[config.mk]
export PLATFORM = sky130hd
export DESIGN_NAME = i2c_tmo_guard
export DESIGN_NICKNAME = d
export VERILOG_FILES = /design/src/rtl/tmo_pkg.sv /design/src/rtl/tmo_prescaler.sv /design/src/rtl/tmo_counter.sv /design/src/rtl/tmo_flag.sv /design/src/rtl/i2c_tmo_guard.sv
export SDC_FILE = /design/constraint.sdc
export NUM_CORES = 1
export LEC_CHECK = 0
export BUFFER_PORTS_ARGS = -buffer_cell sky130_fd_sc_hd__buf_2
export CORE_MARGIN = 1
export CORE_UTILIZATION = 50
export DETAILED_ROUTE_END_ITERATION = 12
export GPL_TIMING_DRIVEN = 0
export PLACE_DENSITY = 0.82
export SLEW_MARGIN = 30
export SYNTH_ARGS = -nofsm -noshare
export SYNTH_HDL_FRONTEND = slang
export SYNTH_SLANG_ARGS = --single-unit
[constraint.sdc]
create_clock -name clk -period 4.6 [get_ports clk]
set_input_delay 0.92 -clock clk [delete_from_list [all_inputs] [get_ports clk]]
set_output_delay 0.92 -clock clk [all_outputs]
set_load 0.03 [all_outputs]
[src/rtl/tmo_pkg.sv]
package tmo_pkg;

  localparam int unsigned TMO_LIMIT_W = 10;
  localparam int unsigned TMO_PRE_W   = 5;

  typedef enum logic [1:0] {
    ST_IDLE = 2'd0,
    ST_RUN  = 2'd1,
    ST_HALT = 2'd2
  } tmo_state_e;

endpackage

[src/rtl/tmo_prescaler.sv]
module tmo_prescaler #(
  parameter int unsigned PRE_W = 5
) (
  input  logic clk,
  input  logic rst,
  input  logic count_en,
  input  logic clear,
  output logic tick
);

  localparam logic [PRE_W-1:0] PRE_LAST = {PRE_W{1'b1}};

  logic [PRE_W-1:0] pre_q;

  always_ff @(posedge clk) begin
    if (rst || clear) begin
      pre_q <= '0;
    end else if (count_en) begin
      pre_q <= pre_q + 1'b1;
    end
  end

  assign tick = count_en && (pre_q == PRE_LAST);

  // a cleared prescaler starts again from zero
  a_r8_pre_cleared: assert property (@(posedge clk) disable iff (rst)
    clear |=> (pre_q == '0));

  // the prescaler moves only while counting is allowed
  a_r3_pre_frozen: assert property (@(posedge clk) disable iff (rst)
    (!count_en && !clear) |=> $stable(pre_q));

endmodule

[src/rtl/tmo_counter.sv]
module tmo_counter #(
  parameter int unsigned CNT_W     = 10,
  parameter bit          REG_LIMIT = 1'b1
) (
  input  logic             clk,
  input  logic             rst,
  input  logic             clear,
  input  logic             tick,
  input  logic [CNT_W-1:0] limit_i,
  output logic [CNT_W-1:0] cnt_o,
  output logic             expire_o
);

  logic [CNT_W-1:0] cnt_q;
  logic [CNT_W-1:0] lim_eff;
  logic             at_limit;

  generate
    if (REG_LIMIT) begin : g_lim_reg
      logic [CNT_W-1:0] lim_q;
      always_ff @(posedge clk) begin
        if (rst) begin
          lim_q <= '0;
        end else begin
          lim_q <= limit_i;
        end
      end
      assign lim_eff = lim_q;
    end else begin : g_lim_direct
      assign lim_eff = limit_i;
    end
  endgenerate

  assign at_limit = (cnt_q >= lim_eff);
  assign expire_o = tick && at_limit;

  always_ff @(posedge clk) begin
    if (rst || clear) begin
      cnt_q <= '0;
    end else if (tick) begin
      if (at_limit) begin
        cnt_q <= '0;
      end else begin
        cnt_q <= cnt_q + 1'b1;
      end
    end
  end

  assign cnt_o = cnt_q;

  // the count only changes on a prescaler tick or a clear
  a_r3_step_on_tick: assert property (@(posedge clk) disable iff (rst)
    !$stable(cnt_q) |-> $past(tick || clear));

  // the count parks at zero after a time-out
  a_r9_park_zero: assert property (@(posedge clk) disable iff (rst)
    expire_o |=> (cnt_q == '0));

endmodule

[src/rtl/tmo_flag.sv]
module tmo_flag (
  input  logic clk,
  input  logic rst,
  input  logic set_i,
  input  logic clr_i,
  input  logic irq_en,
  output logic flag_o,
  output logic irq_o
);

  logic flag_q;
  logic irq_q;
  logic flag_d;

  always_comb begin
    if (clr_i) begin
      flag_d = 1'b0;
    end else if (set_i) begin
      flag_d = 1'b1;
    end else begin
      flag_d = flag_q;
    end
  end

  always_ff @(posedge clk) begin
    if (rst) begin
      flag_q <= 1'b0;
      irq_q  <= 1'b0;
    end else begin
      flag_q <= flag_d;
      irq_q  <= flag_d && irq_en;
    end
  end

  assign flag_o = flag_q;
  assign irq_o  = irq_q;

  // the flag is sticky without a clear
  a_r4_sticky: assert property (@(posedge clk) disable iff (rst)
    (flag_q && !clr_i) |=> flag_q);

  // a clear strobe always leaves the flag low
  a_r10_clear_wins: assert property (@(posedge clk) disable iff (rst)
    clr_i |=> !flag_q);

  // the interrupt follows the flag gated by the enable
  a_r7_irq_gate: assert property (@(posedge clk) disable iff (rst)
    irq_q |-> (flag_q && $past(irq_en)));

endmodule

[src/rtl/i2c_tmo_guard.sv]
module i2c_tmo_guard
  import tmo_pkg::*;
#(
  parameter int unsigned LIMIT_W   = TMO_LIMIT_W,
  parameter int unsigned PRE_W     = TMO_PRE_W,
  parameter bit          REG_LIMIT = 1'b1
) (
  input  logic               clk,
  input  logic               rst,
  input  logic               run_en,
  input  logic [LIMIT_W-1:0] limit,
  input  logic               irq_en,
  input  logic               proto_evt,
  input  logic               flag_clr,
  output logic               tmo_flag,
  output logic               tmo_irq,
  output logic [LIMIT_W-1:0] dbg_count
);

  tmo_state_e state_q;
  tmo_state_e state_d;

  logic restart;
  logic count_en;
  logic wipe;
  logic tick;
  logic expire;

  assign restart  = !run_en || proto_evt || flag_clr;
  assign count_en = (state_q == ST_RUN) && !restart;
  assign wipe     = restart || (state_q != ST_RUN);

  always_comb begin
    state_d = state_q;
    if (!run_en) begin
      state_d = ST_IDLE;
    end else if (proto_evt || flag_clr) begin
      state_d = ST_RUN;
    end else if (state_q == ST_IDLE) begin
      state_d = ST_RUN;
    end else if (expire) begin
      state_d = ST_HALT;
    end
  end

  always_ff @(posedge clk) begin
    if (rst) begin
      state_q <= ST_IDLE;
    end else begin
      state_q <= state_d;
    end
  end

  tmo_prescaler #(
    .PRE_W(PRE_W)
  ) u_pre (
    .clk     (clk),
    .rst     (rst),
    .count_en(count_en),
    .clear   (wipe),
    .tick    (tick)
  );

  tmo_counter #(
    .CNT_W    (LIMIT_W),
    .REG_LIMIT(REG_LIMIT)
  ) u_cnt (
    .clk     (clk),
    .rst     (rst),
    .clear   (wipe),
    .tick    (tick),
    .limit_i (limit),
    .cnt_o   (dbg_count),
    .expire_o(expire)
  );

  tmo_flag u_flag (
    .clk   (clk),
    .rst   (rst),
    .set_i (expire),
    .clr_i (flag_clr),
    .irq_en(irq_en),
    .flag_o(tmo_flag),
    .irq_o (tmo_irq)
  );

  // disabled means the count is held at zero
  a_r8_disabled_zero: assert property (@(posedge clk) disable iff (rst)
    !run_en |=> (dbg_count == '0));

  // a protocol event zeroes the count
  a_r6_event_zero: assert property (@(posedge clk) disable iff (rst)
    proto_evt |=> (dbg_count == '0));

  // an event on the expiring edge suppresses the flag
  a_r11_event_no_set: assert property (@(posedge clk) disable iff (rst)
    (proto_evt && !tmo_flag) |=> !tmo_flag);

  // while halted the count does not move
  a_r9_halt_hold: assert property (@(posedge clk) disable iff (rst)
    (state_q == ST_HALT && !restart) |=> $stable(dbg_count));

endmodule

==> flow_summary.toml, run 1 <==
[synth]
ys_types = 37
synthTopCellsByCount = "dfxtp_1, nor2_1, ha_1"
post-synth-top-count-cell = "dfxtp_1"
ys_seq_area_share_pct = 40.8
syn_nets = 179
syn-cell-area_um2 = 1420
async_reset_ff_share_pct = 0
avgSynthCellArea_um2 = 9.49
synth_ff_type = "dfxtp_1"
synth-seq-cells = 29
synth_warnings = 0
synth_top_area_cell = "dfxtp_1"
synth_edf_count = 0
post-synth-top-area-fraction_pct = 40.8
synthTopCellsByArea = "dfxtp_1, ha_1, nor2_1"
synthCells = 150

[worst_setup_path]
worstSetupStartpointType = "flop"
crit_required_ns = 4.82
regToRegStartpoint = "u_cnt.cnt_o[0]$_SDFFE_PP0P_"
reg2regPathDepth = 7
setup.worst_path.end_class = "flop"
r2r_end = "u_flag.irq_o$_SDFF_PP0_"
cp_max_fo = 6
ff2ff_setup_slack_ns = 2.39
startpoint = "u_cnt.cnt_o[0]$_SDFFE_PP0P_"
worstPathArrival_ns = 2.43
crit_end = "u_flag.irq_o$_SDFF_PP0_"
worstSetupPathType = "flop to flop"

[job]
drv_cap = 0

[finish]
area_growth_pct = 15.7
drive_gt1_share_pct = 24.9
finalNonFillerCells = 215
final_util_pct = 63.6
diodes = 0
nets = 213

[clocking]
numClockSinks = 29
holdBufCountCts = 0
post_cts_resized = 0
cts_max_level = 2
cts_setup_buffers = 0
clk_pin_slew_ns = 0.09
clock_latency_ns = 0.33
cts_tree = "yes"
max-clock-path-buffers = 2
cts_root_buf = "clkbuf_4"
numCtsBuffers = 5

[timing]
fmax_mhz = 452
relSlewSlack_pct = 63.9
finalHoldViolCount = 0
finalMaxSlewViolations = 0
fin_crit_sh_pct = 48.1
rsz0062_at_grt = "false"
period_needed_ns = 2.21
tns_ns = 0
skew_ns = 0.0109
setup_viol = 0
worst_slew_pin_slew_ns = 0.541

[pwr]
p_leak_nw = 0.696
power_uw = 432
powerDensity_nw_per_um2 = 262
ir_worst_vdd_mv = 0.223

[routing]
wl_um = 2790
first_iter_violations = 15
wl_per_cell_um = 13.0
detail-route-antenna-nets = 0
viasPerCell = 5.39
vias = 1159
first_pass_iters = 4
drc = 0

[global_route]
globalRouteMet3Util_pct = 4.92
grtUsageMet1_pct = 21.9
antenna_found_initial = 0
top_usage_layer = "met2"
grt_pass1_wl_um = 4760
first_global_vias = 1148
grtUsageMet2_pct = 35.1
grt.total_usage_pct = 19.8
grt_start_max_net_pins = 11
overflow = 0

[hold_path]
holdCritPathClass = "flop to flop"
min_from = "u_pre.pre_q[0]$_SDFFE_PP0P_"

[floorplanning]
die_h_um = 55.4
core-area_um2 = 2590
start_util_pct = 55.0
die_area_um2 = 3070
die_w_um = 55.4
io_pins = 28
row_count = 18

[outcome]
outcome = "finished clean"

[place]
place_inst = 207
gp_congestion = 0.772
port_buffers = 27
dp_hpwl_um = 2190
report_power, final:
part	switching (mW)	internal, mW	leakage [nW]
logic	0.0160	0.0136	0.428
clock network	0.0866	0.0580	0.0320
registers	0.00162	0.256	0.237
total	0.104	0.328	0.696
through the flow:
step                hold WS, ns  area [um^2]  setup WS, ns
floorplan                 0.418         1420          2.43
global placement          0.430         1600          2.27
detailed placement        0.471         1600          2.24
CTS                       0.492         1650          2.40
global route              0.508         1650          2.23
finish                    0.478         1650          2.39
worst max-delay path: stages, from the launching register on:
cell and delay (ns):
dfxtp_1 0.43, inv_1 0.10, ha_1 0.29, nand2b_1 0.14, a21o_1 0.20, a211oi_2 0.51
nor3_1 0.14, o311a_1 0.30
registers in the layout (all words and copies together) (netlist names):
register and count:
u_flag.flag_o 1, state_q 2, u_cnt.cnt_o 10, u_cnt.g_lim_reg.lim_q 10, u_flag.irq_o 1, u_pre.pre_q 5
cell families (layout without fill, tap and decap cells):
logic type / Yosys count / in the layout / share of synthesized area [%]
muxes: 1 / 1 / 0.791
and+or+nand+nor: 66 / 66 / 27.1
AOI/OAI and AO/OA: 20 / 20 / 11.6
xor gates and xnor gates: 8 / 8 / 4.92
adders and majority gates: 13 / 13 / 11.4
buffers and inverters: 13 / 48 / 3.43
DFF: 29 / 29 / 40.8
per-layer routing:
metal,up-vias,share of wire [%]
li1,590,-
met1,529,43
met2,33,51
met3,7,3.9
met4,0,2.0
met5,-,0
how the worst min path moves through the flow:
stage	end	slack (ns)	depth (start not counted)
floorplan	u_pre.pre_q[0]$_SDFFE_PP0P_	0.42	1
global placement	u_pre.pre_q[0]$_SDFFE_PP0P_	0.43	1
detailed placement	u_pre.pre_q[0]$_SDFFE_PP0P_	0.47	1
CTS	u_pre.pre_q[0]$_SDFFE_PP0P_	0.49	1
global route	u_pre.pre_q[0]$_SDFFE_PP0P_	0.51	1
finish	u_pre.pre_q[0]$_SDFFE_PP0P_	0.48	1
cell type report:
class	count	area [um^2]
Multi-Input combinational cell	108	795
Sequential cell	29	581
Clock inverter	2	10.0
Tap cell	30	37.5
Fill cell	232	942
Buffer	1	3.75
Inverter	12	45.0
Timing Repair Buffer	27	135
Clock buffer	6	41.3
cells in the final DEF, fill, tap and decap left out, types with 4 or more instances in the layout:
| master | netlist | layout |
|---|---|---|
| a211oi_1 | 4 | 4 |
| buf_2 | 0 | 27 |
| clkbuf_4 | 0 | 5 |
| dfxtp_1 | 29 | 29 |
| ha_1 | 13 | 13 |
| inv_1 | 12 | 12 |
| nand2_1 | 9 | 9 |
| nor2_1 | 23 | 23 |
| nor2b_1 | 10 | 10 |
| nor3_1 | 4 | 4 |
| o21ai_0 | 4 | 4 |
| xnor2_1 | 6 | 6 |
No activity file was read; power rests on OpenSTA's default activity.
==> run 2: changes to the inputs <==
clock period = 2.2 ns   (was 4.6 ns; I/O delays follow)
==> flow_summary.toml, run 2 (synthesis results as in run 1) <==
[finish]
area_growth_pct = 16.3
diodes = 0
final_common_cell = "dfxtp_1"
drive_gt1_share_pct = 25.4
finalInstanceArea_um2 = 1660
nets = 213
finalNonFillerCells = 215
layout_common_cells = "dfxtp_1, buf_2, nor2_1, ha_1, inv_1"

[hold_path]
whs_path_depth = 2
holdCritPathClass = "input port to flop"
min_to = "u_cnt.g_lim_reg.lim_q[6]$_SDFF_PP0_"
min_from = "limit[6]"

[timing]
skew_ns = 0.0107
relSlewSlack_pct = 72.9
worst_slew_pin_slew_ns = 0.406
setup_viol = 0
whs_ns = 0.314
fin_crit_sh_pct = 90.6
fmax_mhz = 501
rsz0062_at_grt = "false"
finalHoldViolCount = 0
period_needed_ns = 1.99
finalMaxSlewViolations = 0
tns_ns = 0

[worst_setup_path]
startpoint = "u_cnt.cnt_o[0]$_SDFFE_PP0P_"
r2r_end = "u_flag.irq_o$_SDFF_PP0_"
worstSetupPathType = "flop to flop"
ff2ff_setup_slack_ns = 0.21
cp_max_fo = 6
crit_required_ns = 2.41
regToRegStartpoint = "u_cnt.cnt_o[0]$_SDFFE_PP0P_"
setup.worst_path.end_class = "flop"
worstPathArrival_ns = 2.21
reg2regPathDepth = 7
worstSetupStartpointType = "flop"

[pwr]
power_uw = 903
powerDensity_nw_per_um2 = 545
p_leak_nw = 0.699
ir_worst_vdd_mv = 0.466

[global_route]
first_global_vias = 1152
overflow = 0
antenna_found_initial = 0
grt_pass1_wl_um = 4740
grt_start_max_net_pins = 11
grt.total_usage_pct = 19.8

[clocking]
max-clock-path-buffers = 2
cts_root_buf = "clkbuf_4"
cts_tree = "yes"
clk_pin_slew_ns = 0.09
numCtsBuffers = 5
holdBufCountCts = 0
cts_max_level = 2
numClockSinks = 29
cts_setup_buffers = 0
clock_latency_ns = 0.33

[floorplanning]
die_area_um2 = 3070
die_h_um = 55.4
row_count = 18
io_pins = 28
die_w_um = 55.4
start_util_pct = 55.0
core-area_um2 = 2590

[place]
dp_hpwl_um = 2190
post_dp_cell_area_um2 = 1600
place_inst = 207
port_buffers = 27
gp_congestion = 0.772

[routing]
drc = 0
detail-route-antenna-nets = 0
first_pass_iters = 4
viasPerCell = 5.41
first_iter_violations = 20
wl_per_cell_um = 12.8
wl_um = 2760
vias = 1163

[job]
drv_cap = 0

[outcome]
outcome = "finished clean"
==> run 2: worst max-delay path by stage <==
stage / to / slack [ns] / cells after the start
3_5_place_dp: u_flag.irq_o$_SDFF_PP0_ / 0.03 / 7
5_1_grt: u_flag.irq_o$_SDFF_PP0_ / 0.07 / 6
4_1_cts: u_flag.irq_o$_SDFF_PP0_ / 0.10 / 7
6_report: u_flag.irq_o$_SDFF_PP0_ / 0.21 / 7
3_3_place_gp: u_flag.irq_o$_SDFF_PP0_ / 0.09 / 7
2_1_floorplan: u_flag.irq_o$_SDFF_PP0_ / 0.03 / 7
==> run 2: per-layer routing <==
layer	track usage, %	part of all wire [%]
met1	21.5	43
met3	5.15	4.2
met4	10.4	2.3
met2	34.9	51
met5	0	0
==> run 2: power breakdown <==
| group | switching (mW) | total (mW) | internal (mW) |
|---|---|---|---|
| registers | 0.00343 | 0.539 | 0.535 |
| logic | 0.0341 | 0.0641 | 0.0299 |
| clock network | 0.179 | 0.300 | 0.121 |
==> run 2: final cells by class <==
type / count / area, um^2
fill: 228 / 933
tap: 30 / 37.5
inverter: 12 / 45.0
sequential: 29 / 582
clock buffer: 6 / 41.3
clock inverter: 2 / 10.0
buffer: 1 / 3.75
timing repair buffer: 27 / 135
multi-input combinational: 108 / 802
==> run 2: critical path: stages, from the launching register on <==
cell and delay, ns:
dfxtp_2 0.38, inv_1 0.07, ha_1 0.29, nand2b_1 0.14
a21o_1 0.21, a211oi_4 0.38, nor3_1 0.12, o311a_1 0.29
==> run 2: through the flow <==
stage / util (%) / setup WS, ns
floorplan: - / 0.0287
global placement: 61.6 / 0.0909
detailed placement: 61.6 / 0.0265
CTS: 63.9 / 0.105
global route: 64.0 / 0.0741
finish: 64.0 / 0.206
==> run 2: what timing repair did <==
action / CTS / global route
gates cloned: 0 / 0
pin swaps: 0 / 1
gates resized for setup: 1 / 1
endpoints found under the setup margin: 1 / 2
